## src/rtl/sbc_pkg.sv

```systemverilog
package sbc_pkg;

    typedef enum logic [1:0] {
        ST_IDLE = 2'd0,
        ST_BUSY = 2'd1,
        ST_DONE = 2'd2
    } sbc_state_e;

    typedef enum logic {
        DIR_RD = 1'b0,
        DIR_WR = 1'b1
    } sbc_dir_e;

    // Per-direction beat event: a beat was exchanged, it closed the stream,
    // and a client protocol violation is seen this cycle.
    typedef struct packed {
        logic fire;
        logic fin;
        logic err;
    } sbc_evt_t;

    // A zero-length command moves one beat.
    function automatic int unsigned eff_len(input int unsigned n);
        return (n == 0) ? 1 : n;
    endfunction

endpackage

```

## src/rtl/sbc_ctrl.sv

```systemverilog
module sbc_ctrl
    import sbc_pkg::*;
#(
    parameter int LEN_W = 8
) (
    input  logic             clk,
    input  logic             rst,
    input  logic             cmd_valid,
    input  logic             cmd_write,
    input  logic [LEN_W-1:0] cmd_len,
    input  logic             rd_fire,
    input  logic             rd_fin,
    input  logic             wr_fire,
    input  logic             wr_fin,
    output logic             cmd_ready,
    output logic             cmd_done,
    output logic             in_rd,
    output logic             in_wr,
    output logic             first,
    output logic [LEN_W-1:0] rem
);

    sbc_state_e state;
    sbc_dir_e   dir;
    logic       fire;
    logic       fin;

    assign fire      = (dir == DIR_WR) ? wr_fire : rd_fire;
    assign fin       = (dir == DIR_WR) ? wr_fin  : rd_fin;
    assign cmd_ready = (state == ST_IDLE);
    assign cmd_done  = (state == ST_DONE);
    assign in_rd     = (state == ST_BUSY) && (dir == DIR_RD);
    assign in_wr     = (state == ST_BUSY) && (dir == DIR_WR);

    always_ff @(posedge clk) begin
        if (rst) begin
            state <= ST_IDLE;
            dir   <= DIR_RD;
            rem   <= '0;
            first <= 1'b1;
        end else begin
            case (state)
                ST_IDLE: begin
                    if (cmd_valid) begin
                        state <= ST_BUSY;
                        dir   <= sbc_dir_e'(cmd_write);
                        rem   <= LEN_W'(eff_len(32'(cmd_len)));
                        first <= 1'b1;
                    end
                end
                ST_BUSY: begin
                    if (fire) begin
                        first <= 1'b0;
                        rem   <= (rem == '0) ? '0 : rem - LEN_W'(1);
                        if (fin) state <= ST_DONE;
                    end
                end
                ST_DONE: state <= ST_IDLE;
                default: state <= ST_IDLE;
            endcase
        end
    end

    // the completion strobe lasts a single cycle
    assert_done_single_R6: assert property (@(posedge clk) disable iff (rst)
        cmd_done |=> !cmd_done);

    // an accepted command makes the block busy on the next cycle
    assert_busy_after_accept_R11: assert property (@(posedge clk) disable iff (rst)
        (cmd_valid && cmd_ready) |=> (!cmd_ready && !cmd_done));

endmodule

```

## src/rtl/sbc_rd_path.sv

```systemverilog
module sbc_rd_path
    import sbc_pkg::*;
#(
    parameter int DW    = 32,
    parameter int LEN_W = 8
) (
    input  logic             clk,
    input  logic             rst,
    input  logic             in_rd,
    input  logic             first,
    input  logic [LEN_W-1:0] rem,
    input  logic [DW-1:0]    bus_rd_data,
    input  logic             bus_rd_ack,
    input  logic             rd_dst_rdy_n,
    input  logic             rd_disc_n,
    output logic [DW-1:0]    rd_data,
    output logic             rd_sof_n,
    output logic             rd_eof_n,
    output logic             rd_src_rdy_n,
    output sbc_evt_t         evt
);

    logic [DW-1:0] beat_q;
    logic          beat_v;
    logic          last;
    logic          take;

    assign last = (rem == LEN_W'(1));
    assign take = beat_v && !rd_dst_rdy_n;

    // One register stage: a new slave beat wins over the client's take.
    always_ff @(posedge clk) begin
        if (rst) begin
            beat_q <= '0;
            beat_v <= 1'b0;
        end else if (in_rd && bus_rd_ack) begin
            beat_q <= bus_rd_data;
            beat_v <= 1'b1;
        end else if (take) begin
            beat_v <= 1'b0;
        end
    end

    assign rd_data      = beat_q;
    assign rd_src_rdy_n = !beat_v;
    assign rd_sof_n     = !(beat_v && first);
    assign rd_eof_n     = !(beat_v && last);

    always_comb begin
        evt.fire = take;
        evt.fin  = take && last;
        evt.err  = in_rd && !first && (rd_dst_rdy_n || !rd_disc_n);
    end

    // the final beat stays put while the client holds off
    assert_hold_last_R4: assert property (@(posedge clk) disable iff (rst)
        (!rd_src_rdy_n && !rd_eof_n && rd_dst_rdy_n && !bus_rd_ack)
        |=> (!rd_src_rdy_n && !rd_eof_n && $stable(rd_data)));

    // an acknowledged slave beat is offered on the next cycle
    assert_beat_follows_ack_R2: assert property (@(posedge clk) disable iff (rst)
        (in_rd && bus_rd_ack) |=> !rd_src_rdy_n);

endmodule

```

## src/rtl/sbc_wr_path.sv

```systemverilog
module sbc_wr_path
    import sbc_pkg::*;
#(
    parameter int DW    = 32,
    parameter int LEN_W = 8
) (
    input  logic             in_wr,
    input  logic             first,
    input  logic [LEN_W-1:0] rem,
    input  logic [DW-1:0]    wr_data,
    input  logic             wr_sof_n,
    input  logic             wr_eof_n,
    input  logic             wr_src_rdy_n,
    input  logic             wr_disc_n,
    input  logic             bus_wr_ack,
    output logic [DW-1:0]    bus_wr_data,
    output logic             bus_wr_req,
    output logic             wr_dst_rdy_n,
    output sbc_evt_t         evt
);

    logic last;
    logic hs;
    logic frame_bad;

    // Straight wires: the beat after a stall is on the bus the cycle it ends.
    assign bus_wr_data  = wr_data;
    assign bus_wr_req   = in_wr && !wr_src_rdy_n;
    assign hs           = bus_wr_req && bus_wr_ack;
    assign wr_dst_rdy_n = !hs;
    assign last         = (rem == LEN_W'(1));
    assign frame_bad    = (!wr_eof_n != last) || (!wr_sof_n != first);

    always_comb begin
        evt.fire = hs;
        evt.fin  = hs && !wr_eof_n;
        evt.err  = (in_wr && !first && (wr_src_rdy_n || !wr_disc_n))
                 || (hs && frame_bad);
    end

endmodule

```

## src/rtl/stream_bus_coupler.sv

```systemverilog
module stream_bus_coupler
    import sbc_pkg::*;
#(
    parameter int DW    = 32,
    parameter int LEN_W = 8
) (
    input  logic             clk,
    input  logic             rst,
    input  logic             cmd_valid,
    input  logic             cmd_write,
    input  logic [LEN_W-1:0] cmd_len,
    output logic             cmd_ready,
    output logic             cmd_done,
    output logic             proto_err,
    input  logic [DW-1:0]    bus_rd_data,
    input  logic             bus_rd_ack,
    output logic [DW-1:0]    bus_wr_data,
    output logic             bus_wr_req,
    input  logic             bus_wr_ack,
    input  logic             bus_rearb,
    output logic [DW-1:0]    rd_data,
    output logic             rd_sof_n,
    output logic             rd_eof_n,
    output logic             rd_src_rdy_n,
    input  logic             rd_dst_rdy_n,
    input  logic             rd_disc_n,
    input  logic [DW-1:0]    wr_data,
    input  logic             wr_sof_n,
    input  logic             wr_eof_n,
    input  logic             wr_src_rdy_n,
    output logic             wr_dst_rdy_n,
    input  logic             wr_disc_n
);

    sbc_evt_t         rd_evt;
    sbc_evt_t         wr_evt;
    logic             in_rd;
    logic             in_wr;
    logic             first;
    logic [LEN_W-1:0] rem;
    logic             unused_rearb;

    // Rearbitration status carries no meaning for the data phase.
    assign unused_rearb = bus_rearb;
    assign proto_err    = rd_evt.err || wr_evt.err;

    sbc_ctrl #(.LEN_W(LEN_W)) u_ctrl (
        .clk       (clk),
        .rst       (rst),
        .cmd_valid (cmd_valid),
        .cmd_write (cmd_write),
        .cmd_len   (cmd_len),
        .rd_fire   (rd_evt.fire),
        .rd_fin    (rd_evt.fin),
        .wr_fire   (wr_evt.fire),
        .wr_fin    (wr_evt.fin),
        .cmd_ready (cmd_ready),
        .cmd_done  (cmd_done),
        .in_rd     (in_rd),
        .in_wr     (in_wr),
        .first     (first),
        .rem       (rem)
    );

    sbc_rd_path #(.DW(DW), .LEN_W(LEN_W)) u_rd (
        .clk          (clk),
        .rst          (rst),
        .in_rd        (in_rd),
        .first        (first),
        .rem          (rem),
        .bus_rd_data  (bus_rd_data),
        .bus_rd_ack   (bus_rd_ack),
        .rd_dst_rdy_n (rd_dst_rdy_n),
        .rd_disc_n    (rd_disc_n),
        .rd_data      (rd_data),
        .rd_sof_n     (rd_sof_n),
        .rd_eof_n     (rd_eof_n),
        .rd_src_rdy_n (rd_src_rdy_n),
        .evt          (rd_evt)
    );

    sbc_wr_path #(.DW(DW), .LEN_W(LEN_W)) u_wr (
        .in_wr        (in_wr),
        .first        (first),
        .rem          (rem),
        .wr_data      (wr_data),
        .wr_sof_n     (wr_sof_n),
        .wr_eof_n     (wr_eof_n),
        .wr_src_rdy_n (wr_src_rdy_n),
        .wr_disc_n    (wr_disc_n),
        .bus_wr_ack   (bus_wr_ack),
        .bus_wr_data  (bus_wr_data),
        .bus_wr_req   (bus_wr_req),
        .wr_dst_rdy_n (wr_dst_rdy_n),
        .evt          (wr_evt)
    );

    // a read stream closing handshake is followed by the strobe
    assert_rd_end_done_R6: assert property (@(posedge clk) disable iff (rst)
        (!rd_eof_n && !rd_src_rdy_n && !rd_dst_rdy_n) |=> cmd_done);

    // a write stream closing handshake is followed by the strobe
    assert_wr_end_done_R6: assert property (@(posedge clk) disable iff (rst)
        (!wr_eof_n && !wr_src_rdy_n && !wr_dst_rdy_n) |=> cmd_done);

    // a slave stall keeps the write beat unconsumed
    assert_wr_stall_R5: assert property (@(posedge clk) disable iff (rst)
        (bus_wr_req && !bus_wr_ack) |-> wr_dst_rdy_n);

endmodule

```

## config.mk

```make
export PLATFORM = sky130hd
export DESIGN_NAME = stream_bus_coupler
export DESIGN_NICKNAME = d
export VERILOG_FILES = /design/src/rtl/sbc_pkg.sv /design/src/rtl/sbc_ctrl.sv /design/src/rtl/sbc_rd_path.sv /design/src/rtl/sbc_wr_path.sv /design/src/rtl/stream_bus_coupler.sv
export SDC_FILE = /design/constraint.sdc
export NUM_CORES = 1
export LEC_CHECK = 0
export BUFFER_PORTS_ARGS = -buffer_cell sky130_fd_sc_hd__buf_2
export CORE_UTILIZATION = 42
export CTS_CLUSTER_DIAMETER = 120
export DETAILED_ROUTE_END_ITERATION = 6
export GPL_TIMING_DRIVEN = 0
export PLACE_DENSITY = 0.89
export SETUP_SLACK_MARGIN = 0.02
export SLEW_MARGIN = 20
export SYNTH_ARGS = -nofsm -noshare
export SYNTH_HDL_FRONTEND = slang
export SYNTH_SLANG_ARGS = --single-unit
```

## constraint.sdc

```tcl
create_clock -name clk -period 2.1 [get_ports clk]
set_input_delay 0.315 -clock clk [delete_from_list [all_inputs] [get_ports clk]]
set_output_delay 0.315 -clock clk [all_outputs]
set_load 0.005 [all_outputs]
```

==> flow_summary.json, run 1 <==
{
  "cp.arrival_ps": 1610,
  "powerDensity_nw_per_um2": 696.6,
  "synth_top_area_share_pct": 38.61,
  "irDropWorstVdd_mv": 0.4319,
  "finalNonFillerCells": 492,
  "comb_power_share_pct": 28.8,
  "cp_max_fo": 10,
  "cts_tree": "built",
  "dp_hpwl_um": 4691,
  "clkLatencyLatePin_ps": 300,
  "synth.distinct_cells": 46,
  "drc_errors": 0,
  "worstHoldPathType": "in -> reg",
  "p_int_mw": 1.499,
  "timing.fmax_mhz": 518.3,
  "grt_max_degree": 16,
  "ys_seq_area_share_pct": 38.61,
  "wl_per_cell_um": 12.30,
  "synth_ff_type": "dfxtp_1",
  "slew-limit-headroom_pct": 65.72,
  "fin_util_pct": 60.25,
  "vias": 2510,
  "synth_area_um2": 2333,
  "drive_gt1_share_pct": 44.79,
  "clockBufferDepth": 2,
  "cts-root-buf": "clkbuf_8",
  "path_clk_slew_ps": 90,
  "postRouteAntennaNets": 0,
  "area_growth_pct": 35.23,
  "p_clk_share_pct": 26.4,
  "finalClockSkew_ps": 5.754,
  "grt_overflow": 0,
  "avgViaCountPerCell": 5.102,
  "fin_nets": 508,
  "final_common_cell": "buf_2",
  "end_kind": "primary output",
  "initial_utilization_pct": 44.55,
  "globalplace.congestion": 0.8611,
  "wl_um": 6051,
  "avgSynthCellArea_um2": 8.019,
  "grt_pass1_wl_um": 10030,
  "cts_made_buffers": 5,
  "postCtsHoldBufs": 0,
  "worst_pin_slew_ps": 514.1,
  "dr.pass1.iters": 4,
  "rsz0062_at_grt": "no",
  "netlist_instances": 291,
  "core_area_um2": 5238,
  "track_usage_pct": 21.03,
  "ios": 157,
  "synth.top_cells.by_area": "dfxtp_1, buf_4, nand2_1",
  "switchingPower_uw": 698.9,
  "dieArea_um2": 5858,
  "port_buffers": 123,
  "yosys_warnings": 0,
  "p_leak_nw": 1.463,
  "final-setup-viol-count": 0,
  "hold_violations": 0,
  "cp.required_ps": 1780,
  "fin_crit_sh_pct": 91.88,
  "synth_nets": 378,
  "path_class": "reg -> out",
  "whs_ps": 242.7,
  "htreeDepth": 2,
  "p_sw_share_pct": 31.80,
  "fp-row-count": 26,
  "async_flop_share_pct": 0,
  "period_needed_ps": 1929,
  "die_x_um": 76.54,
  "startpoint_type": "flip-flop",
  "yosysTopAreaCell": "dfxtp_1",
  "antenna_found_initial": 0,
  "status": "completed",
  "slew_violations": 0,
  "fin_setup_tns_ps": 0,
  "p_seq_share_pct": 44.8,
  "die_h_um": 76.54,
  "mostFrequentLayoutCells": "buf_2, nand2_1, dfxtp_1",
  "cts.sinks": 45,
  "grt_pass1_vias": 2339,
  "place_inst": 484,
  "diodes": 0,
  "drtIter0Drc": 155,
  "ys_seq_elements": 45,
  "synth_edf_count": 0,
  "maxCapViolCount": 0
}
[critical path: stages (launching register included)]
cell and delay (ps):
dfxtp_2 380, nand2b_2 240, buf_4 200, a211oi_1 230, a2bb2oi_1 90, o21ai_0 70
buf_2 130
[cells by family (layout without fill, tap and decap cells)]
logic type,Yosys count,in the layout,synth area share [%]
compound gates,71,71,21.18
xor+xnor,1,1,0.3754
fa+ha+maj,2,2,1.072
buf+inv,55,186,15.01
flops,45,45,38.61
mux,1,1,0.4290
simple gates,116,116,23.32
[timing repair]
item | CTS | global route
gates resized for setup | 0 | 11
buffers inserted | 0 | 0
setup endpoints to repair | 0 | 1
[power groups by stage]
stage | logic (mW) | registers, mW | clock network, mW
after floorplan | 0.413 | 0.992 | 0
after global placement | 0.604 | 0.996 | 0
after detailed placement | 0.621 | 1.00 | 0
after CTS | 0.623 | 0.981 | 0.593
after global routing | 0.695 | 0.996 | 0.639
final | 0.632 | 0.985 | 0.581
[per-layer routing]
layer  track usage [%]  part of all wire [%]  up-vias
met2             39.37                    51      133
met1             23.22                    40     1132
li1                  -                     -     1237
met3             5.629                   8.0        8
met4             5.385                  0.94        0
met5                 0                     0        -
[synthesized netlist by cell type, drive strengths merged (2+ instances only)]
cell type   n
o21ai       6
a31o        2
o211ai      3
o21a        2
nand2b      4
nor2b       5
a22o        2
dfxtp      45
or4         3
clkbuf      5
a221o       2
nor4        5
a21oi      34
nor3        7
nand3       4
nor2       11
o41ai       4
a211oi      4
ha          2
a31oi       2
inv         7
nand2      71
buf        43
[cell type report]
| type | count | area (µm²) |
|---|---|---|
| Fill cell | 480 | 2082 |
| Sequential cell | 45 | 905.9 |
| Tap cell | 70 | 87.58 |
| Clock inverter | 2 | 16.27 |
| Clock buffer | 6 | 82.58 |
| Timing Repair Buffer | 123 | 615.6 |
| Multi-Input combinational cell | 191 | 1090 |
| Buffer | 48 | 331.6 |
| Inverter | 7 | 26.28 |
[metrics by stage]
step / instance area (µm²) / worst slack (ps) / total power, mW
floorplan: 2333 / 460.0 / 1.405
global placement: 3037 / 346.2 / 1.600
detailed placement: 3037 / 306.3 / 1.621
CTS: 3136 / 33.47 / 2.197
global route: 3156 / 32.00 / 2.330
finish: 3156 / 170.5 / 2.198
[sequential cells by signal, summed over array words and instances, names as in the netlist]
signal	count
u_ctrl.dir	1
u_ctrl.rem	8
u_rd.beat_v	1
u_ctrl.first	1
u_ctrl.state	2
u_rd.rd_data	32
[final timing paths]
check | from | to | slack, ps | depth (start not counted)
max | u_ctrl.state[1] | proto_err | 170 | 6
min | bus_rd_data[15] | u_rd.rd_data[15] | 240 | 3
max reg2reg | u_ctrl.rem[0] | u_ctrl.rem[5] | 260 | 6
min reg2reg | u_rd.rd_data[27] | u_rd.rd_data[27] | 460 | 2
No activity file was read; power rests on OpenSTA's default activity.
==> run 2, diff against run 1 <==
--- a/config.mk
+++ b/config.mk
@@ -10,6 +10,7 @@
 export CTS_CLUSTER_DIAMETER = 120
 export DETAILED_ROUTE_END_ITERATION = 6
 export GPL_TIMING_DRIVEN = 0
+export MAX_ROUTING_LAYER = met4
 export PLACE_DENSITY = 0.89
 export SETUP_SLACK_MARGIN = 0.02
 export SLEW_MARGIN = 20
==> run 2 against run 1 <==
Compared with the run above: hold slack improved by 0.51 ps; global-route usage increased by 0.48 points; combinational power about the same; critical endpoint unchanged; fmax decreased by 0.59%.
==> flow_summary.json, run 2 (synthesized netlist as in run 1, its figures left out) <==
{
  "timing.fmax_mhz": 515.2,
  "port_buffers": 123,
  "irDropWorstVdd_mv": 0.4327,
  "rsz0062_at_grt": "no",
  "maxCapViolCount": 0,
  "slew-limit-headroom_pct": 65.70,
  "mostFrequentLayoutCells": "buf_2, nand2_1, dfxtp_1",
  "rr_worst_depth": 6,
  "globalplace.congestion": 0.8749,
  "r2r_end": "u_ctrl.rem[5]",
  "antenna_found_initial": 0,
  "htreeDepth": 2,
  "cts.sinks": 45,
  "die_x_um": 76.54,
  "finalClockSkew_ps": 6.142,
  "path_buf_inv": 1,
  "dp_hpwl_um": 4691,
  "place_inst": 484,
  "fin_nets": 508,
  "fin_setup_tns_ps": 0,
  "die_h_um": 76.54,
  "drtIter0Drc": 163,
  "end_kind": "primary output",
  "max_stage_delay_ps": 410,
  "cp_max_fo": 8,
  "drc_errors": 0,
  "diodes": 0,
  "min_from": "bus_rd_data[15]",
  "grt_pass1_wl_um": 10010,
  "final_common_cell": "buf_2",
  "startpoint_type": "flip-flop",
  "ios": 157,
  "final-setup-viol-count": 0,
  "dieArea_um2": 5858,
  "grt_max_degree": 16,
  "status": "completed",
  "period_needed_ps": 1941,
  "r2r_start": "u_ctrl.rem[0]",
  "powerDensity_nw_per_um2": 695.4,
  "fp-row-count": 26,
  "wl_um": 6039,
  "cts_setup_buffers": 0,
  "worst_pin_slew_ps": 514.5,
  "cp.required_ps": 1780,
  "vias": 2505,
  "p_leak_nw": 1.463,
  "path_clk_slew_ps": 90,
  "worstHoldPathType": "in -> reg",
  "cp_slowest_cell": "dfxtp_1",
  "slew_violations": 0,
  "critPathLaunch": "u_ctrl.rem[5]",
  "drive_gt1_share_pct": 44.55,
  "fin_crit_sh_pct": 92.42,
  "cts_made_buffers": 5,
  "initial_utilization_pct": 44.55,
  "grt_overflow": 0,
  "cts_tree": "built",
  "wl_per_cell_um": 12.27,
  "postRouteAntennaNets": 0,
  "hold_path_depth": 3,
  "cts-root-buf": "clkbuf_8",
  "area_growth_pct": 35.17,
  "core_area_um2": 5238,
  "fill_cells": 481,
  "hold_violations": 0,
  "avgViaCountPerCell": 5.091,
  "clkLatencyLatePin_ps": 300,
  "holdPathEnd": "u_rd.rd_data[15]",
  "finalNonFillerCells": 492,
  "path_cells": "nor4_4 -> nand3_1 -> xnor2_1 -> o21ai_0 -> buf_2",
  "clockBufferDepth": 2,
  "track_usage_pct": 21.51,
  "largest_reg_flops": 32,
  "dr.pass1.iters": 4,
  "path_delay_family": "simple AND/OR/NAND/NOR gates",
  "reg2reg_slack_ps": 270,
  "path_class": "reg -> out",
  "cp.arrival_ps": 1630,
  "grt_pass1_vias": 2342
}
run 2: how the worst max path moves through the flow:
stage                                to  slack [ps]  depth (start not counted)
after floorplan           u_ctrl.rem[6]         460                          6
after global placement    u_ctrl.rem[5]         350                          6
after detailed placement  u_ctrl.rem[6]         310                          6
after CTS                     proto_err          30                          6
after global routing          proto_err          30                          5
final                         proto_err         160                          5
run 2: per-stage QoR:
step / setup WS (ps) / power, mW / hold WS (ps) / utilization, % / area [µm²]
5_1_grt: 26.39 / 2.327 / 231.5 / 60.22 / 3154
4_1_cts: 33.47 / 2.197 / 237.1 / 59.87 / 3136
3_5_place_dp: 306.3 / 1.621 / 445.8 / 57.98 / 3037
6_report: 159.1 / 2.194 / 243.2 / 60.22 / 3154
3_3_place_gp: 346.2 / 1.600 / 438.3 / 57.98 / 3037
2_1_floorplan: 460.0 / 1.405 / 451.0 / - / 2333
run 2: worst register-to-register path, cell delays in order (launching register included):
cell and delay (ps):
dfxtp_1 350, inv_1 100, ha_1 210, nor3b_1 370, nand2_1 180, a22o_1 210
a221o_1 300
run 2: what timing repair did:
action / CTS / global route
gates resized for setup: 0 / 10
hold buffers: 0 / 0
setup endpoints to repair: 0 / 1
run 2: final cells by class:
type	count	area, µm²	area share (%)
multi-input combinational	191	1090	34.55
tap	70	87.58	2.777
buffer	48	331.6	10.51
clock inverter	2	16.27	0.5157
inverter	7	26.28	0.8330
timing repair buffer	123	615.6	19.52
sequential	45	904.6	28.68
clock buffer	6	82.58	2.618
run 2: metal layers:
layer	vias up	routed length [µm]	GRT usage (%)
met5	-	0	-
met4	0	74	5.577
met1	1130	2479	23.67
met3	11	431	4.311
met2	128	3054	39.28
li1	1236	-	-
run 2: where the power goes:
| part | internal, mW | switching [mW] | total, mW |
|---|---|---|---|
| Combinational | 0.307 | 0.325 | 0.631 |
| Clock | 0.271 | 0.307 | 0.578 |
| Sequential | 0.920 | 0.0640 | 0.984 |
